[config.mk]
export PLATFORM = sky130hd
export DESIGN_NAME = dual_master_arb
export DESIGN_NICKNAME = d
export VERILOG_FILES = /design/src/rtl/arb_pkg.sv /design/src/rtl/addr_decode.sv /design/src/rtl/slot_seq.sv /design/src/rtl/ram_pump.sv /design/src/rtl/flash_arb.sv /design/src/rtl/dual_master_arb.sv
export SDC_FILE = /design/constraint.sdc
export NUM_CORES = 2
export LEC_CHECK = 0
export BUFFER_PORTS_ARGS = -buffer_cell sky130_fd_sc_hd__buf_2
export CORE_AREA = 4 4 625 627
export CTS_CLUSTER_DIAMETER = 50
export CTS_CLUSTER_SIZE = 25
export DETAILED_ROUTE_END_ITERATION = 8
export DIE_AREA = 0 0 629 631
export GPL_TIMING_DRIVEN = 1
export PLACE_DENSITY = 0.65
export SLEW_MARGIN = 20
export SYNTH_ARGS = -nofsm -noshare
export SYNTH_HDL_FRONTEND = slang
export SYNTH_SLANG_ARGS = --single-unit
export TNS_END_PERCENT = 1
[constraint.sdc]
create_clock -name clk -period 20.4 [get_ports clk]
set_input_delay 3.06 -clock clk [delete_from_list [all_inputs] [get_ports clk]]
set_output_delay 3.06 -clock clk [all_outputs]
set_load 0.02 [all_outputs]
[src/rtl/arb_pkg.sv]
package arb_pkg;

    parameter int unsigned DATA_W = 16;

    typedef enum logic [1:0] {
        TGT_NONE,
        TGT_RAM,
        TGT_FLA,
        TGT_FLB
    } tgt_e;

    typedef enum logic {
        SLOT_CPU,
        SLOT_COP
    } slot_e;

    typedef enum logic {
        COP_IDLE,
        COP_STALL
    } cop_st_e;

    function automatic logic [DATA_W-1:0] flash_word(input logic [15:0] lo, input tgt_e t);
        logic [15:0] key;
        key = (t == TGT_FLA) ? 16'hC0DE : 16'hF1A5;
        return DATA_W'(lo ^ key);
    endfunction

    function automatic logic is_flash(input tgt_e t);
        return (t == TGT_FLA) || (t == TGT_FLB);
    endfunction

endpackage

[src/rtl/addr_decode.sv]
module addr_decode
    import arb_pkg::*;
#(
    parameter int AW = 23,
    parameter int RAM_AW = 8,
    parameter logic [AW-1:0] RAM_LO = 23'h0F_C000,
    parameter logic [AW-1:0] FA_LO = 23'h78_0000,
    parameter logic [AW-1:0] FA_HI = 23'h79_FFFF,
    parameter logic [AW-1:0] FB_LO = 23'h40_0000,
    parameter logic [AW-1:0] FB_HI = 23'h7F_FFFF
) (
    input  logic [AW-1:0] addr,
    output tgt_e          tgt
);
    localparam logic [AW-1:0] RAM_HI = RAM_LO + AW'((1 << RAM_AW) - 1);

    always_comb begin
        if (addr >= RAM_LO && addr <= RAM_HI) begin
            tgt = TGT_RAM;
        end else if (addr >= FA_LO && addr <= FA_HI) begin
            tgt = TGT_FLA;
        end else if (addr >= FB_LO && addr <= FB_HI) begin
            tgt = TGT_FLB;
        end else begin
            tgt = TGT_NONE;
        end
    end
endmodule

[src/rtl/slot_seq.sv]
module slot_seq
    import arb_pkg::*;
(
    input  logic  clk,
    input  logic  rst_n,
    output slot_e slot
);
    slot_e state_q, state_d;

    always_ff @(posedge clk) begin
        if (!rst_n) begin
            state_q <= SLOT_CPU;
        end else begin
            state_q <= state_d;
        end
    end

    always_comb begin
        unique case (state_q)
            SLOT_CPU: state_d = SLOT_COP;   // cpu_to_cop
            SLOT_COP: state_d = SLOT_CPU;   // cop_to_cpu
            default:  state_d = SLOT_CPU;
        endcase
    end

    assign slot = state_q;


    slot_alt_chk: assert property (@(posedge clk) disable iff (!rst_n)
        (slot == SLOT_CPU) |=> (slot == SLOT_COP));
endmodule

[src/rtl/ram_pump.sv]
module ram_pump
    import arb_pkg::*;
#(
    parameter int DW = 16,
    parameter int RAM_AW = 8
) (
    input  logic              clk,
    input  logic              rst_n,
    input  slot_e             slot,
    input  logic              cpu_en,
    input  logic              cpu_we,
    input  logic [RAM_AW-1:0] cpu_idx,
    input  logic [DW-1:0]     cpu_wd,
    input  logic              cop_en,
    input  logic              cop_we,
    input  logic [RAM_AW-1:0] cop_idx,
    input  logic [DW-1:0]     cop_wd,
    output logic [DW-1:0]     cpu_rd,
    output logic [DW-1:0]     cop_rd
);
    localparam int DEPTH = 1 << RAM_AW;

    logic [DW-1:0] mem [DEPTH];

    always_ff @(posedge clk) begin
        if (slot == SLOT_CPU && cpu_en && cpu_we) begin
            mem[cpu_idx] <= cpu_wd;
        end else if (slot == SLOT_COP && cop_en && cop_we) begin
            mem[cop_idx] <= cop_wd;
        end
    end

    always_ff @(posedge clk) begin
        if (!rst_n) begin
            cpu_rd <= '0;
        end else if (slot == SLOT_CPU && cpu_en && !cpu_we) begin
            cpu_rd <= mem[cpu_idx];
        end
    end

    // The coprocessor slot follows the CPU slot, so this read sees a same-cycle CPU write.
    assign cop_rd = mem[cop_idx];


    cpu_hold_chk: assert property (@(posedge clk) disable iff (!rst_n)
        (slot == SLOT_COP) |=> $stable(cpu_rd));
endmodule

[src/rtl/flash_arb.sv]
module flash_arb
    import arb_pkg::*;
(
    input  logic  clk,
    input  logic  rst_n,
    input  slot_e slot,
    input  logic  cpu_req,
    input  logic  cpu_we,
    input  tgt_e  cpu_tgt,
    input  logic  cop_req,
    input  tgt_e  cop_tgt,
    output logic  stall,
    output cop_st_e cop_state
);
    cop_st_e state_d;

    assign stall = cop_req && cpu_req && !cpu_we && is_flash(cop_tgt) && (cop_tgt == cpu_tgt);

    always_ff @(posedge clk) begin
        if (!rst_n) begin
            cop_state <= COP_IDLE;
        end else if (slot == SLOT_COP) begin
            cop_state <= state_d;
        end
    end

    always_comb begin
        unique case (cop_state)
            COP_IDLE:  state_d = stall ? COP_STALL : COP_IDLE;   // stall_enter
            COP_STALL: state_d = stall ? COP_STALL : COP_IDLE;   // stall_hold / stall_release
            default:   state_d = COP_IDLE;
        endcase
    end


    bank_par_chk: assert property (@(posedge clk) disable iff (!rst_n)
        (cpu_req && cop_req && cpu_tgt != cop_tgt) |-> !stall);
endmodule

[src/rtl/dual_master_arb.sv]
module dual_master_arb
    import arb_pkg::*;
#(
    parameter int AW = 23,
    parameter int DW = arb_pkg::DATA_W,
    parameter int RAM_AW = 8,
    parameter logic [AW-1:0] RAM_LO = 23'h0F_C000,
    parameter logic [AW-1:0] FA_LO = 23'h78_0000,
    parameter logic [AW-1:0] FA_HI = 23'h79_FFFF,
    parameter logic [AW-1:0] FB_LO = 23'h40_0000,
    parameter logic [AW-1:0] FB_HI = 23'h7F_FFFF
) (
    input  logic          clk,
    input  logic          rst_n,
    output logic          slot_phase,
    input  logic          cpu_req,
    input  logic [AW-1:0] cpu_addr,
    input  logic          cpu_we,
    input  logic [DW-1:0] cpu_wdata,
    output logic [DW-1:0] cpu_rdata,
    output logic          cpu_ready,
    input  logic          cop_req,
    input  logic [AW-1:0] cop_addr,
    input  logic          cop_we,
    input  logic [DW-1:0] cop_wdata,
    output logic [DW-1:0] cop_rdata,
    output logic          cop_ready
);
    slot_e   slot;
    tgt_e    cpu_tgt, cop_tgt;
    logic    stall;
    cop_st_e cop_state;
    logic [DW-1:0] cpu_ram_rd, cop_ram_rd;
    logic [DW-1:0] cpu_rd_d, cop_rd_d;
    logic    cop_grant;

    slot_seq u_seq (.clk(clk), .rst_n(rst_n), .slot(slot));

    addr_decode #(.AW(AW), .RAM_AW(RAM_AW), .RAM_LO(RAM_LO), .FA_LO(FA_LO),
                  .FA_HI(FA_HI), .FB_LO(FB_LO), .FB_HI(FB_HI))
        u_dec_cpu (.addr(cpu_addr), .tgt(cpu_tgt));

    addr_decode #(.AW(AW), .RAM_AW(RAM_AW), .RAM_LO(RAM_LO), .FA_LO(FA_LO),
                  .FA_HI(FA_HI), .FB_LO(FB_LO), .FB_HI(FB_HI))
        u_dec_cop (.addr(cop_addr), .tgt(cop_tgt));

    ram_pump #(.DW(DW), .RAM_AW(RAM_AW)) u_ram (
        .clk(clk), .rst_n(rst_n), .slot(slot),
        .cpu_en(cpu_req && cpu_tgt == TGT_RAM), .cpu_we(cpu_we),
        .cpu_idx(cpu_addr[RAM_AW-1:0]), .cpu_wd(cpu_wdata),
        .cop_en(cop_req && cop_tgt == TGT_RAM), .cop_we(cop_we),
        .cop_idx(cop_addr[RAM_AW-1:0]), .cop_wd(cop_wdata),
        .cpu_rd(cpu_ram_rd), .cop_rd(cop_ram_rd));

    flash_arb u_flash (
        .clk(clk), .rst_n(rst_n), .slot(slot),
        .cpu_req(cpu_req), .cpu_we(cpu_we), .cpu_tgt(cpu_tgt),
        .cop_req(cop_req), .cop_tgt(cop_tgt),
        .stall(stall), .cop_state(cop_state));

    assign cop_grant = cop_req && !stall;

    always_comb begin
        unique case (cpu_tgt)
            TGT_RAM:          cpu_rd_d = cpu_ram_rd;
            TGT_FLA, TGT_FLB: cpu_rd_d = flash_word(cpu_addr[15:0], cpu_tgt);
            default:          cpu_rd_d = '0;
        endcase
        unique case (cop_tgt)
            TGT_RAM:          cop_rd_d = cop_ram_rd;
            TGT_FLA, TGT_FLB: cop_rd_d = flash_word(cop_addr[15:0], cop_tgt);
            default:          cop_rd_d = '0;
        endcase
    end

    always_ff @(posedge clk) begin
        if (!rst_n) begin
            cpu_ready <= 1'b0;
            cpu_rdata <= '0;
            cop_ready <= 1'b0;
            cop_rdata <= '0;
        end else if (slot == SLOT_COP) begin
            cpu_ready <= cpu_req;
            cpu_rdata <= (cpu_req && !cpu_we) ? cpu_rd_d : '0;
            cop_ready <= cop_grant;
            cop_rdata <= (cop_grant && !cop_we) ? cop_rd_d : '0;
        end
    end

    assign slot_phase = (slot == SLOT_COP);


    cpu_grant_chk: assert property (@(posedge clk) disable iff (!rst_n)
        (slot == SLOT_COP && cpu_req) |=> cpu_ready);


    cop_ram_chk: assert property (@(posedge clk) disable iff (!rst_n)
        (slot == SLOT_COP && cop_req && cop_tgt == TGT_RAM) |=> cop_ready);


    cop_stall_chk: assert property (@(posedge clk) disable iff (!rst_n)
        (slot == SLOT_COP && stall) |=> !cop_ready);


    cop_release_chk: assert property (@(posedge clk) disable iff (!rst_n)
        (slot == SLOT_COP && cop_state == COP_STALL && cop_req && !stall) |=> cop_ready);


    resp_hold_chk: assert property (@(posedge clk) disable iff (!rst_n)
        (slot == SLOT_CPU) |=> ($stable(cpu_ready) && $stable(cop_ready)
                                && $stable(cpu_rdata) && $stable(cop_rdata)));
endmodule

==> out/qor.yml <==
total_power_mw: 19.3
sink_count_of_the_clock_tree: 4147
wirelength_um: 733000
route.vias.total: 119000
switchingPower_mw: 4.92
status: "complete, no violations"
root_buffer_selected_by_cts: "sky130_fd_sc_hd__clkbuf_16"
timing.final.crit_period_ns: 8.96
cell_area_reported_after_detailed_placement_mm2: 0.201
number_of_port_buffers: 118
layout-area-overhead-vs-synth_pct: 13.1
grt.total_usage: 0.365
synth.mux.area_fraction: 0.264
largest_family_of_logic_cells_by_synthesized_area: "multiplexers"
cts_tree: "done"
final_antenna_net_count: 0
vias_per_cell: 7.58
worst_ir_drop_vdd_v: 0.0000946
synth-warning-count: 0
setup.reg_to_reg.worst_slack_ns: 14.74
finalInstanceArea_mm2: 0.217
remaining_routing_drc_violations: 0
power.clock.fraction: 0.436
post_synth_and_or_nand_nor_area_fraction: 0.0294
synth_area_per_cell_um2: 19.5
hold_class: "reg -> reg"
post_cts.repair.setup_buffers: 0
synth_largest_type_area_fraction: 0.641
floorplan.initialDensity: 0.498
die-width_um: 629
number_of_cells_traversed_by_the_worst_register_to_register_path: 8
fin_setup_tns_ns: 0
setup.worst_path.start_class: "primary input"
num_rows: 228
detailed_place_hpwl_um: 477000
grt_first_pass_wirelength_um: 991000
seqPwrFrac: 0.484
clk-insertion-delay-late_ns: 1.03
yosys.area_share.adder: 0
ys_async_sr_fraction: 0
final-hold-violation-count: 0
max_cap_violations: 0
floorplan.core_area_mm2: 0.385
leftover_overflow_at_the_end_of_global_routing: 0
synth_compound_gate_area_share: 0.0405
report.final.slew_viol_count: 0
worst-endpoint-arrival_ns: 9.81
detail_route.iter0.violations: 21400
r2r-end: "u_ram.mem[76][1]$_DFFE_PP_"
number_of_antenna_violations_at_the_first_check_in_global_routing: 72
synth.top_cells.by_area: "sky130_fd_sc_hd__edfxtp_1 (64%), sky130_fd_sc_hd__mux4_2 (24%), sky130_fd_sc_hd__mux2i_1 (2.2%)"
cts_resized: 0
postSynthCellCount: 9841
h_tree_lvls: 5
grt_pass1_vias: 114000
power_leakage_nw: 68.0
synth.ff_latch_count: 4147
ioPinCount: 119
layout_worst_path_cycle_share: 0.439
layout.nets: 10200
setup_repair_after_global_routing_missed_its_margin: "no"
grt_start_max_net_pins: 197
worstPathRequired_ns: 21.26
netlist-cell-type-count: 82
slew-limit-headroom: 0.107
critPathCaptureType: "flip-flop"
synthesis.area_mm2: 0.192
fmax_ghz: 0.112
cp_max_fo: 100
tightest_slew_ns: 1.34
drt_first_pass_iters: 9
globalplace.congestion: 1.04
drt-wirelength-per-cell_um: 46.9
synthFlopType: "sky130_fd_sc_hd__edfxtp_1"
synthesis.nets: 9925
drive_gt1_frac: 0.374
dieArea_mm2: 0.397
clockBufferDepth: 4
power_per_cell_area_mw_per_mm2: 89.1
clk_pin_slew_worst_paths_ns: 0.07
fill_cells: 28500
synth_xor_area_frac: 0.000822
synth.largest_area_cell: "sky130_fd_sc_hd__edfxtp_1"
seq_area_frac_synth: 0.647
power.share.combinational: 0.080
p_int_mw: 14.4
worstSetupPathType: "in -> reg"
total_of_hold_buffers_inserted_after_clock_tree_synthesis: 0
worst_setup_path_endpoint: "u_ram.cpu_rd[0]$_SDFFE_PN0P_"
power.share.switching: 0.254
finalSetupViolations: 0
die_h_um: 631
synth-edff-count: 4096
hold-worst-slack_ns: 0.460
skew_ns: 0.0656
rr_startpoint: "u_seq.slot$_SDFF_PN0_"
tritoncts.num_buffers: 430
critical_path.startpoint: "cpu_addr[1]"
per-stage QoR:
step	utilization	cells	worst slack (ns)
final	0.563	15600	11.44
after global routing	0.563	15600	11.56
after CTS	0.563	15600	11.75
after detailed placement	0.523	14800	10.70
after global placement	0.522	14800	8.32
after floorplan	-	9841	11.49
power by group through the flow:
stage / registers (mW) / logic (mW) / clock network, mW
6_report: 9.35 / 1.54 / 8.43
5_1_grt: 9.35 / 1.56 / 8.84
4_1_cts: 9.36 / 1.49 / 8.46
3_5_place_dp: 9.54 / 1.49 / 0
3_3_place_gp: 9.54 / 1.47 / 0
2_1_floorplan: 9.58 / 0.855 / 0
final cells by class:
cell class / instances / area (um2) / share of cell area
antenna: 42 / 105 / 0.000485
inverter: 33 / 134 / 0.000617
clock buffer: 450 / 11000 / 0.0509
timing repair buffer: 678 / 5250 / 0.0242
tap: 5060 / 6330 / 0.0292
multi-input combinational: 4865 / 65800 / 0.303
sequential: 4147 / 124000 / 0.572
clock inverter: 356 / 4180 / 0.0193
per-layer routing:
metal / part of all wire / global-route usage
met5: 0.00029 / 0
met4: 0.093 / 0.273
met3: 0.14 / 0.112
met2: 0.44 / 0.531
met1: 0.33 / 0.464
cell usage in the layout (no fill, tap or decap), types with 24 or more instances in the layout:
| cell type | count |
|---|---|
| sky130_fd_sc_hd__clkinv_8 | 52 |
| sky130_fd_sc_hd__o31ai_1 | 24 |
| sky130_fd_sc_hd__dfxtp_1 | 51 |
| sky130_fd_sc_hd__a211oi_1 | 44 |
| sky130_fd_sc_hd__mux2_2 | 78 |
| sky130_fd_sc_hd__inv_6 | 92 |
| sky130_fd_sc_hd__clkbuf_16 | 440 |
| sky130_fd_sc_hd__a22o_1 | 41 |
| sky130_fd_sc_hd__edfxtp_1 | 4096 |
| sky130_fd_sc_hd__inv_8 | 54 |
| sky130_fd_sc_hd__a221oi_1 | 59 |
| sky130_fd_sc_hd__a31oi_1 | 44 |
| sky130_fd_sc_hd__nor2_4 | 62 |
| sky130_fd_sc_hd__nor2_2 | 166 |
| sky130_fd_sc_hd__o21ai_0 | 165 |
| sky130_fd_sc_hd__a21oi_1 | 113 |
| sky130_fd_sc_hd__clkinv_4 | 40 |
| sky130_fd_sc_hd__a22oi_1 | 248 |
| sky130_fd_sc_hd__inv_1 | 30 |
| sky130_fd_sc_hd__nor2_1 | 142 |
| sky130_fd_sc_hd__nand4_1 | 28 |
| sky130_fd_sc_hd__mux2i_1 | 430 |
| sky130_fd_sc_hd__diode_2 | 42 |
| sky130_fd_sc_hd__and3_1 | 25 |
| sky130_fd_sc_hd__mux4_2 | 2019 |
| sky130_fd_sc_hd__clkinv_2 | 25 |
| sky130_fd_sc_hd__buf_4 | 520 |
| sky130_fd_sc_hd__o221ai_1 | 36 |
| sky130_fd_sc_hd__nor2b_1 | 64 |
| sky130_fd_sc_hd__nand2_1 | 336 |
| sky130_fd_sc_hd__bufinv_16 | 30 |
| sky130_fd_sc_hd__nor3_1 | 74 |
| sky130_fd_sc_hd__clkinvlp_4 | 36 |
| sky130_fd_sc_hd__buf_2 | 111 |
| sky130_fd_sc_hd__o22ai_1 | 105 |
| sky130_fd_sc_hd__nand3_1 | 144 |
worst max-delay path, cell delays in order:
cell                       delay, ns
sky130_fd_sc_hd__buf_8          0.37
sky130_fd_sc_hd__buf_4          0.67
sky130_fd_sc_hd__buf_4          0.75
sky130_fd_sc_hd__buf_4          0.84
sky130_fd_sc_hd__buf_4          0.64
sky130_fd_sc_hd__buf_12         0.58
sky130_fd_sc_hd__mux4_2         0.41
sky130_fd_sc_hd__a22oi_1        0.25
sky130_fd_sc_hd__nand3_1        0.16
sky130_fd_sc_hd__nor3_2         0.67
sky130_fd_sc_hd__buf_4          0.23
sky130_fd_sc_hd__o2111a_1       0.60
sky130_fd_sc_hd__a21oi_1        0.17
sequential cells by signal, indices dropped and copies added, names as in the netlist:
name / cells
cop_ready: 1
cop_rdata: 16
cpu_ready: 1
u_ram.cpu_rd: 16
u_seq.slot: 1
cpu_rdata: 16
u_ram.mem: 4096
synthesized netlist by cell type (all sizes together) (9+ instances only):
master	count
a2111oi	28
a211oi	46
a21oi	114
a221o	13
a221oi	59
a22o	41
a22oi	248
a31oi	47
a32o	14
a32oi	14
and2	18
and3	25
buf	383
clkbuf	413
dfxtp	51
edfxtp	4096
inv	31
mux2	78
mux2i	430
mux4	2019
nand2	356
nand2b	23
nand3	145
nand4	28
nor2	370
nor2b	78
nor3	86
nor4	9
o2111a	12
o2111ai	20
o211ai	23
o21ai	189
o221ai	46
o22ai	113
o31ai	28
o41ai	12
or2	24
or3	11
or4	9
xnor2	12
cells by family (layout without fill, tap and decap cells):
kind of cell,count (synthesis),count (layout)
flops,4147,4147
mux,2527,2527
simple gates,1217,1217
compound gates,1103,1103
buf+inv,829,1517
xor+xnor,18,18
other cells,0,42
worst min-delay path by stage:
stage	slack, ns	startpoint	cells after the start	end
after global placement	0.44	cpu_rdata[11]$_SDFFE_PN0P_	2	cpu_rdata[11]$_SDFFE_PN0P_
after detailed placement	0.45	cpu_rdata[4]$_SDFFE_PN0P_	2	cpu_rdata[4]$_SDFFE_PN0P_
final	0.46	cpu_rdata[0]$_SDFFE_PN0P_	2	cpu_rdata[0]$_SDFFE_PN0P_
after global routing	0.49	cpu_rdata[11]$_SDFFE_PN0P_	2	cpu_rdata[11]$_SDFFE_PN0P_
after CTS	0.47	cpu_rdata[11]$_SDFFE_PN0P_	2	cpu_rdata[11]$_SDFFE_PN0P_
after floorplan	0.49	u_ram.cpu_rd[14]$_SDFFE_PN0P_	2	cpu_rdata[14]$_SDFFE_PN0P_
(Power assumes the default switching activity.)
